<file path="src/rtl/dxc_pkg.sv">
package dxc_pkg;

  localparam int unsigned ADDR_W = 16;

  typedef enum logic [1:0] {
    PORT_ENABLE = 2'd0,
    PORT_DATA   = 2'd1,
    PORT_CTRL   = 2'd2,
    PORT_AUX    = 2'd3
  } port_e;

  // only the control bits that later logic reads back are stored
  typedef struct packed {
    logic irq_en;    // bit 7
    logic motor;     // bit 6
    logic mirror;    // bit 3
    logic rd_mode;   // bit 2
    logic head_rst;  // bit 1
    logic xfer;      // bit 0
  } ctrl_t;

  function automatic logic [ADDR_W-1:0] step_head(input logic [ADDR_W-1:0] p,
                                                 input logic [ADDR_W-1:0] cap);
    return (p < cap) ? p + 1'b1 : p;
  endfunction

  function automatic logic [ADDR_W-1:0] back_head(input logic [ADDR_W-1:0] p,
                                                 input logic [ADDR_W-1:0] step);
    return (p >= step) ? p - step : '0;
  endfunction

  function automatic logic rewind_cond(input logic prev_motor, input logic nxt_motor,
                                       input logic nxt_hold);
    return prev_motor && !nxt_motor && !nxt_hold;
  endfunction

  function automatic logic [7:0] status_byte(input logic disk, input ctrl_t c,
                                             input logic [4:0] ob_hi);
    logic [7:0] s;
    s = {ob_hi, 3'b000};
    s[0] = !disk;
    s[2] = !disk;
    s[1] = !disk || !c.xfer || c.head_rst;
    return s;
  endfunction

endpackage

</file>
<file path="src/rtl/dxc_head.sv">
module dxc_head #(
  parameter int unsigned SIDE_BYTES = 65500,
  parameter int unsigned PTR_MAX    = 64999,
  parameter int unsigned WR_LAG     = 2,
  parameter int unsigned BACK_STEP  = 2,
  parameter int unsigned SKIP_LOAD  = 2
) (
  input  logic                       clk,
  input  logic                       rst_n,
  input  logic                       disk_in,
  input  logic                       rd_strobe,
  input  logic                       wr_strobe,
  input  logic                       ctrl_wr,
  input  logic                       prev_motor,
  input  logic                       prev_rd_mode,
  input  logic                       nxt_motor,
  input  logic                       nxt_hold,
  input  logic                       nxt_rd_mode,
  input  logic                       nxt_head_rst,
  input  logic                       en_bit,
  output logic [dxc_pkg::ADDR_W-1:0] head,
  output logic                       mem_we,
  output logic [dxc_pkg::ADDR_W-1:0] mem_addr,
  output logic                       arm_ctrl
);
  localparam int unsigned PW = dxc_pkg::ADDR_W;
  localparam int unsigned SW = $clog2(SKIP_LOAD + 1);
  localparam logic [PW-1:0] SIDE_LIM = PW'(SIDE_BYTES);
  localparam logic [PW-1:0] CAP      = PW'(PTR_MAX);
  localparam logic [PW-1:0] LAG      = PW'(WR_LAG);
  localparam logic [PW-1:0] BACK     = PW'(BACK_STEP);

  logic [PW-1:0] head_q, head_d;
  logic [SW-1:0] skip_q, skip_d;
  logic          ctrl_disk, rewind_hit, wr_accept;

  assign ctrl_disk  = ctrl_wr && disk_in;
  assign rewind_hit = ctrl_disk && dxc_pkg::rewind_cond(prev_motor, nxt_motor, nxt_hold);
  assign wr_accept  = wr_strobe && disk_in && !prev_rd_mode && en_bit && (head_q < SIDE_LIM);
  assign mem_we     = wr_accept && (skip_q == '0) && (head_q >= LAG);
  assign mem_addr   = mem_we ? head_q - LAG : head_q;
  assign arm_ctrl   = ctrl_disk && (rewind_hit || nxt_head_rst || nxt_motor);
  assign head       = head_q;

  always_comb begin
    head_d = head_q;
    if (rd_strobe && disk_in) head_d = dxc_pkg::step_head(head_q, CAP);
    if (ctrl_disk) begin
      if (rewind_hit)   head_d = dxc_pkg::back_head(head_q, BACK);
      if (nxt_head_rst) head_d = '0;
    end
  end

  always_comb begin
    skip_d = skip_q;
    if (ctrl_disk && !nxt_rd_mode)       skip_d = SW'(SKIP_LOAD);
    else if (wr_accept && skip_q != '0)  skip_d = skip_q - 1'b1;
  end

  always_ff @(posedge clk) begin
    if (!rst_n) begin
      head_q <= '0;
      skip_q <= '0;
    end else begin
      head_q <= head_d;
      skip_q <= skip_d;
    end
  end
endmodule

</file>
<file path="src/rtl/dxc_delay.sv">
module dxc_delay #(
  parameter int unsigned READ_DELAY = 150,
  parameter int unsigned CTRL_DELAY = 200
) (
  input  logic clk,
  input  logic rst_n,
  input  logic arm_read,
  input  logic arm_ctrl,
  input  logic clr,
  input  logic irq_en,
  output logic expire,
  output logic irq
);
  localparam int unsigned MAXD = (READ_DELAY > CTRL_DELAY) ? READ_DELAY : CTRL_DELAY;
  localparam int unsigned CW   = $clog2(MAXD + 1);

  logic [CW-1:0] cnt_q;
  logic          arm_any;

  assign arm_any = arm_read || arm_ctrl;
  assign expire  = (cnt_q == CW'(1)) && !arm_any;

  always_ff @(posedge clk) begin
    if (!rst_n) begin
      cnt_q <= '0;
      irq   <= 1'b0;
    end else begin
      if (arm_ctrl)           cnt_q <= CW'(CTRL_DELAY);
      else if (arm_read)      cnt_q <= CW'(READ_DELAY);
      else if (cnt_q != '0)   cnt_q <= cnt_q - 1'b1;

      if (expire && irq_en)   irq <= 1'b1;
      else if (clr)           irq <= 1'b0;
    end
  end
endmodule

</file>
<file path="src/rtl/dxc_rdport.sv">
module dxc_rdport #(
  parameter logic [7:0] AUX_VALUE = 8'h80
) (
  input  logic           clk,
  input  logic           rst_n,
  input  logic           rd_en,
  input  logic [1:0]     addr,
  input  logic           disk_in,
  input  dxc_pkg::ctrl_t ctrl_q,
  input  logic [7:0]     open_bus,
  input  logic [7:0]     mem_rdata,
  output logic [7:0]     rdata
);
  logic [1:0] rsel_q;
  logic       fetched_q;
  logic [7:0] rdata_q, last_q;

  always_ff @(posedge clk) begin
    if (!rst_n) begin
      rsel_q    <= '0;
      fetched_q <= 1'b0;
      rdata_q   <= '0;
      last_q    <= '0;
    end else begin
      if (fetched_q) last_q <= mem_rdata;
      fetched_q <= rd_en && (addr == dxc_pkg::PORT_DATA) && disk_in;
      if (rd_en) begin
        rsel_q <= addr;
        case (addr)
          dxc_pkg::PORT_ENABLE: rdata_q <= open_bus;
          dxc_pkg::PORT_CTRL:   rdata_q <= dxc_pkg::status_byte(disk_in, ctrl_q, open_bus[7:3]);
          dxc_pkg::PORT_AUX:    rdata_q <= AUX_VALUE;
          default:              rdata_q <= rdata_q;
        endcase
      end
    end
  end

  assign rdata = (rsel_q == dxc_pkg::PORT_DATA) ? (fetched_q ? mem_rdata : last_q) : rdata_q;
endmodule

</file>
<file path="src/rtl/disk_xfer_ctrl.sv">
module disk_xfer_ctrl #(
  parameter int unsigned SIDE_BYTES = 65500,
  parameter int unsigned PTR_MAX    = 64999,
  parameter int unsigned WR_LAG     = 2,
  parameter int unsigned BACK_STEP  = 2,
  parameter int unsigned SKIP_LOAD  = 2,
  parameter int unsigned READ_DELAY = 150,
  parameter int unsigned CTRL_DELAY = 200,
  parameter logic [7:0]  AUX_VALUE  = 8'h80
) (
  input  logic        clk,
  input  logic        rst_n,
  input  logic        bus_rd,
  input  logic        bus_wr,
  input  logic [1:0]  bus_addr,
  input  logic [7:0]  bus_wdata,
  output logic [7:0]  bus_rdata,
  input  logic [7:0]  open_bus,
  input  logic        disk_in,
  output logic [15:0] mem_addr,
  output logic        mem_we,
  output logic [7:0]  mem_wdata,
  input  logic [7:0]  mem_rdata,
  output logic        mirror,
  output logic        irq
);
  dxc_pkg::ctrl_t ctrl_q;
  logic           en_q;
  logic           data_rd, data_wr, ctrl_wr, en_wr;
  logic           arm_ctrl, expire;
  logic [15:0]    head_ptr;

  assign data_rd = bus_rd && (bus_addr == dxc_pkg::PORT_DATA);
  assign data_wr = bus_wr && (bus_addr == dxc_pkg::PORT_DATA);
  assign ctrl_wr = bus_wr && (bus_addr == dxc_pkg::PORT_CTRL);
  assign en_wr   = bus_wr && (bus_addr == dxc_pkg::PORT_ENABLE);

  always_ff @(posedge clk) begin
    if (!rst_n) begin
      ctrl_q <= '0;
      en_q   <= 1'b0;
    end else begin
      if (ctrl_wr) ctrl_q <= '{irq_en: bus_wdata[7], motor: bus_wdata[6], mirror: bus_wdata[3],
                               rd_mode: bus_wdata[2], head_rst: bus_wdata[1], xfer: bus_wdata[0]};
      if (en_wr)   en_q <= bus_wdata[0];
    end
  end

  assign mirror    = !ctrl_q.mirror;
  assign mem_wdata = bus_wdata;

  dxc_head #(
    .SIDE_BYTES(SIDE_BYTES), .PTR_MAX(PTR_MAX), .WR_LAG(WR_LAG),
    .BACK_STEP(BACK_STEP), .SKIP_LOAD(SKIP_LOAD)
  ) u_head (
    .clk(clk), .rst_n(rst_n), .disk_in(disk_in),
    .rd_strobe(data_rd), .wr_strobe(data_wr), .ctrl_wr(ctrl_wr),
    .prev_motor(ctrl_q.motor), .prev_rd_mode(ctrl_q.rd_mode),
    .nxt_motor(bus_wdata[6]), .nxt_hold(bus_wdata[4]),
    .nxt_rd_mode(bus_wdata[2]), .nxt_head_rst(bus_wdata[1]),
    .en_bit(en_q), .head(head_ptr), .mem_we(mem_we), .mem_addr(mem_addr),
    .arm_ctrl(arm_ctrl)
  );

  dxc_delay #(.READ_DELAY(READ_DELAY), .CTRL_DELAY(CTRL_DELAY)) u_delay (
    .clk(clk), .rst_n(rst_n),
    .arm_read(data_rd && disk_in), .arm_ctrl(arm_ctrl),
    .clr(ctrl_wr || (data_rd && disk_in)),
    .irq_en(ctrl_q.irq_en), .expire(expire), .irq(irq)
  );

  dxc_rdport #(.AUX_VALUE(AUX_VALUE)) u_rdport (
    .clk(clk), .rst_n(rst_n), .rd_en(bus_rd), .addr(bus_addr),
    .disk_in(disk_in), .ctrl_q(ctrl_q), .open_bus(open_bus),
    .mem_rdata(mem_rdata), .rdata(bus_rdata)
  );
endmodule

</file>
<file path="config.mk">
export PLATFORM = sky130hd
export DESIGN_NAME = disk_xfer_ctrl
export DESIGN_NICKNAME = d
export VERILOG_FILES = /design/src/rtl/dxc_pkg.sv /design/src/rtl/dxc_head.sv /design/src/rtl/dxc_delay.sv /design/src/rtl/dxc_rdport.sv /design/src/rtl/disk_xfer_ctrl.sv
export SDC_FILE = /design/constraint.sdc
export NUM_CORES = 1
export LEC_CHECK = 0
export ABC_AREA = 1
export BUFFER_PORTS_ARGS = -buffer_cell sky130_fd_sc_hd__buf_2
export CAP_MARGIN = 20
export CELL_PAD_IN_SITES_DETAIL_PLACEMENT = 1
export CELL_PAD_IN_SITES_GLOBAL_PLACEMENT = 2
export CORE_ASPECT_RATIO = 1.4
export CORE_MARGIN = 2
export CORE_UTILIZATION = 30
export CTS_BUF_LIST = sky130_fd_sc_hd__clkbuf_4
export DETAILED_ROUTE_END_ITERATION = 10
export GPL_TIMING_DRIVEN = 1
export PLACE_DENSITY_LB_ADDON = 0.1
export SYNTH_ARGS = -nofsm -noshare
export SYNTH_HDL_FRONTEND = slang
export SYNTH_SLANG_ARGS = --single-unit
</file>
<file path="constraint.sdc">
create_clock -name clk -period 2.2 [get_ports clk]
set_clock_uncertainty 0.15 [all_clocks]
set_input_delay 0.33 -clock clk [delete_from_list [all_inputs] [get_ports clk]]
set_output_delay 0.33 -clock clk [all_outputs]
set_load 0.005 [all_outputs]
</file>
==> metrics.md <==
| Metric | Value |
|---|---|
| Setup WS post-layout | `-0.247 ns` |
| Initial DRC count | `140` |
| Adder-cell share of the synthesized area | `2.62%` |
| XOR/XNOR Fraction of Synth Area | `2.29%` |
| Status | `complete, but fails checks` |
| Initial core utilization | `30.9%` |
| Max-cap viol count | `0` |
| Leakage | `2.60 nW` |
| Die W | `99.4 microns` |
| Die Area | `13700 sq um` |
| Setup CP Type | `register to primary output` |
| Hold WS | `0.0303 ns` |
| Actual slew at the worst max-slew pin | `0.394 ns` |
| Grt total ovfl | `0` |
| Sequential area share after synthesis | `27.7%` |
| Initial antenna violation count | `1` |
| Vias | `4491` |
| Clock Path Buffers | `2` |
| Synthesized Nets | `669` |
| Cell Pwr Density | `440 nW/um^2` |
| Mean Syn Cell Area | `6.07 sq um` |
| Clock-pin slew on the worst setup and hold paths | `0.19 ns` |
| Compound-cell area share of the yosys netlist | `11.2%` |
| Fin nets | `791` |
| FP Rows | `48` |
| Combinational family with the most area after synthesis | `simple AND/OR/NAND/NOR gates` |
| Synthesized netlist cell count | `630` |
| Arrival time at the worst endpoint | `1.97 ns` |
| Worst rel slew slack | `73.5%` |
| IO buf count | `63` |
| Setup_tns | `-3.39 ns` |
| Global-route wire length before repair | `24300 microns` |
| Peak fanout along the critical path | `6` |
| Slowest CP cell | `dfxtp_4` |
| Dpl ws | `0.0254 ns` |
| Pwr Total | `2.33 mW` |
| Min Tclk post-route | `2.45 ns` |
| Largest net degree at the start of global routing | `25` |
| Clock tree from TritonCTS | `built` |
| Post-Synth Simple-Gate Area | `43.3%` |
| Tcrit/Tclk final | `111%` |
| Clock insertion delay at the later pin of the skew report | `0.42 ns` |
| Avg Vias per Cell | `4.97` |
| Placer Congestion | `0.847` |
| Ports | `66` |
| Multiplexer area fraction after synthesis | `2.09%` |
| Post-DP HPWL | `11400 microns` |
| Max Clk Rate | `409 MHz` |
| Worst stage delay on the critical path | `0.41 ns` |
| Post-route ant nets | `0` |
| Final Hold Fails | `0` |
| Die extent in y | `138 microns` |
| Failing checks | `negative setup slack` |
| Unique masters post-synth | `36` |
| Cell Area, Synth | `3830 sq um` |
| Area delta synth->final | `38.6%` |
| Core box area | `12400 sq um` |
| Final core occ | `42.9%` |
| WL final | `15200 microns` |
| H-tree Lvls | `2` |
| Clk root buf | `clkbuf_4` |
| Total CTS buffers | `5` |
| Cells along the critical path | `inv_6 -> nand2_1 -> nor2_2 -> nand2_2 -> nor2_4 -> nand2_4 -> nand3_4 -> inv_8 -> buf_16 -> o21ai_2 -> buf_2` |
| Worst Setup End Kind | `primary output` |
| Clk sinks | `53` |
| Final setup violation count | `16` |
| Peak VDD IR | `0.000327 V` |
| CP Launch Type | `register` |
| Worst EP required | `1.72 ns` |
| Global Route Usage Sum | `22.8%` |
| Share of cells above drive strength 1 | `33.6%` |
| Seq cells post-synth | `53` |
| Routed WL per cell | `16.8 microns` |
| DR pass1 iterations | `4` |
| Number of global-route vias before repair | `4728` |
| Pins Over Slew Limit | `0` |
| Setup repair after global routing missed its margin | `yes` |
| Hold Crit Class | `input pin to register` |
| Yosys warns | `0` |
| Drt drc | `0` |
## report_power, final
group / internal (mW) / total, mW / leakage [nW] / switching, mW
Combinational: 0.253 / 0.611 / 2.11 / 0.358
Clock: 0.248 / 0.637 / 0.0462 / 0.389
Sequential: 1.02 / 1.08 / 0.444 / 0.0610
## final timing paths
path              slack (ns)  cells after the start                 end      startpoint
setup / recovery       -0.25                     11        mem_addr[13]  u_head.head[5]
hold / removal          0.03                      3  u_rdport.last_q[3]    mem_rdata[3]
hold reg to reg         0.32                      2                en_q            en_q
setup reg to reg        0.16                     15      u_head.head[6]  u_head.head[1]
## registers in the layout (all words and copies together), names as in the netlist
register,flops
u_rdport.fetched_q,1
u_head.skip_q,2
en_q,1
u_head.head,16
u_delay.cnt_q,8
u_rdport.last_q,8
ctrl_q,6
u_rdport.rdata_q,8
u_rdport.rsel_q,2
u_delay.irq,1
## worst max-delay path: cells and delay by family, from the launching register on
kind,cells,cell delay (ns)
AND/OR/NAND/NOR,6,0.62
buffers and inverters,4,0.42
flip-flops,1,0.41
AO/OA/AOI/OAI,1,0.11
## Yosys cell counts
library cell	n	area share, %
o21bai_1	1	0.20
a21oi_1	31	4.1
o21ai_2	11	2.5
nand3b_1	1	0.20
and2_1	1	0.16
xnor2_1	3	0.69
mux2i_1	8	2.1
o31ai_1	1	0.20
nand2_1	206	20
xor2_1	7	1.6
nand2_4	1	0.29
inv_2	10	0.98
nor3_1	7	0.92
nor2_1	80	7.8
ha_1	8	2.6
or2_2	2	0.33
nor2_2	7	1.1
nand3_2	1	0.26
clkinv_1	2	0.20
nand2_2	2	0.33
nor3_2	1	0.26
nand3_4	1	0.46
nand4_1	15	2.5
buf_4	11	2.2
nand3_1	60	7.8
dfxtp_1	53	28
o21ai_0	26	3.4
a31oi_1	2	0.33
clkinv_2	1	0.13
inv_1	46	4.5
buf_2	6	0.78
o21ai_1	2	0.26
clkbuf_1	9	0.88
buf_6	4	1.2
nor2_4	2	0.59
a211oi_1	1	0.20
## kinds of logic after synthesis
kind of cell,after synthesis
adders and majority gates,8
DFF,53
xor gates and xnor gates,10
and+or+nand+nor,387
AOI/OAI and AO/OA,75
buffers and inverters,89
muxes,8
## layout make-up
cell class	count	area, sq um
antenna	1	2.50
clock buffer	5	37.5
clock inverter	3	47.5
fill	1658	7070
inverter	59	241
multi-input combinational	488	2560
sequential	53	1120
tap	150	188
timing repair buffer	145	1100
## per-layer routing
layer	GRT usage (%)	vias up	share of wire [%]
met3	2.84	19	2.6
met5	0	-	0
li1	-	2254	-
met4	6.62	0	2.5
met2	46.2	78	56
met1	24.2	2140	39
## per-stage QoR
step | area [sq um] | std cells
finish | 5300 | 904
global route | 5300 | 904
CTS | 5190 | 899
detailed placement | 4590 | 866
global placement | 4590 | 866
floorplan | 3830 | 630
## cell usage in the layout (no fill, tap or decap), drive strengths merged, types with 6 or more instances in the layout
cell type,synthesis,routed
a21oi,31,31
nor3,8,8
o21ai,39,39
nand4,15,15
xor2,7,7
nand2,209,209
dfxtp,53,53
clkbuf,9,6
nand3,62,62
mux2i,8,8
ha,8,8
buf,21,133
dlygate4sd3,0,11
nor2,89,89
inv,56,58
## repair_timing
action                                  CTS  global route
hold endpoints to repair                 11             0
endpoints found under the setup margin   17            31
gates cloned                              3             1
pin swaps                                13             8
buffers inserted                         11             3
hold buffers                             11             0
resized for setup                        96            23
Note: power is estimated with default switching activity, not from simulation.
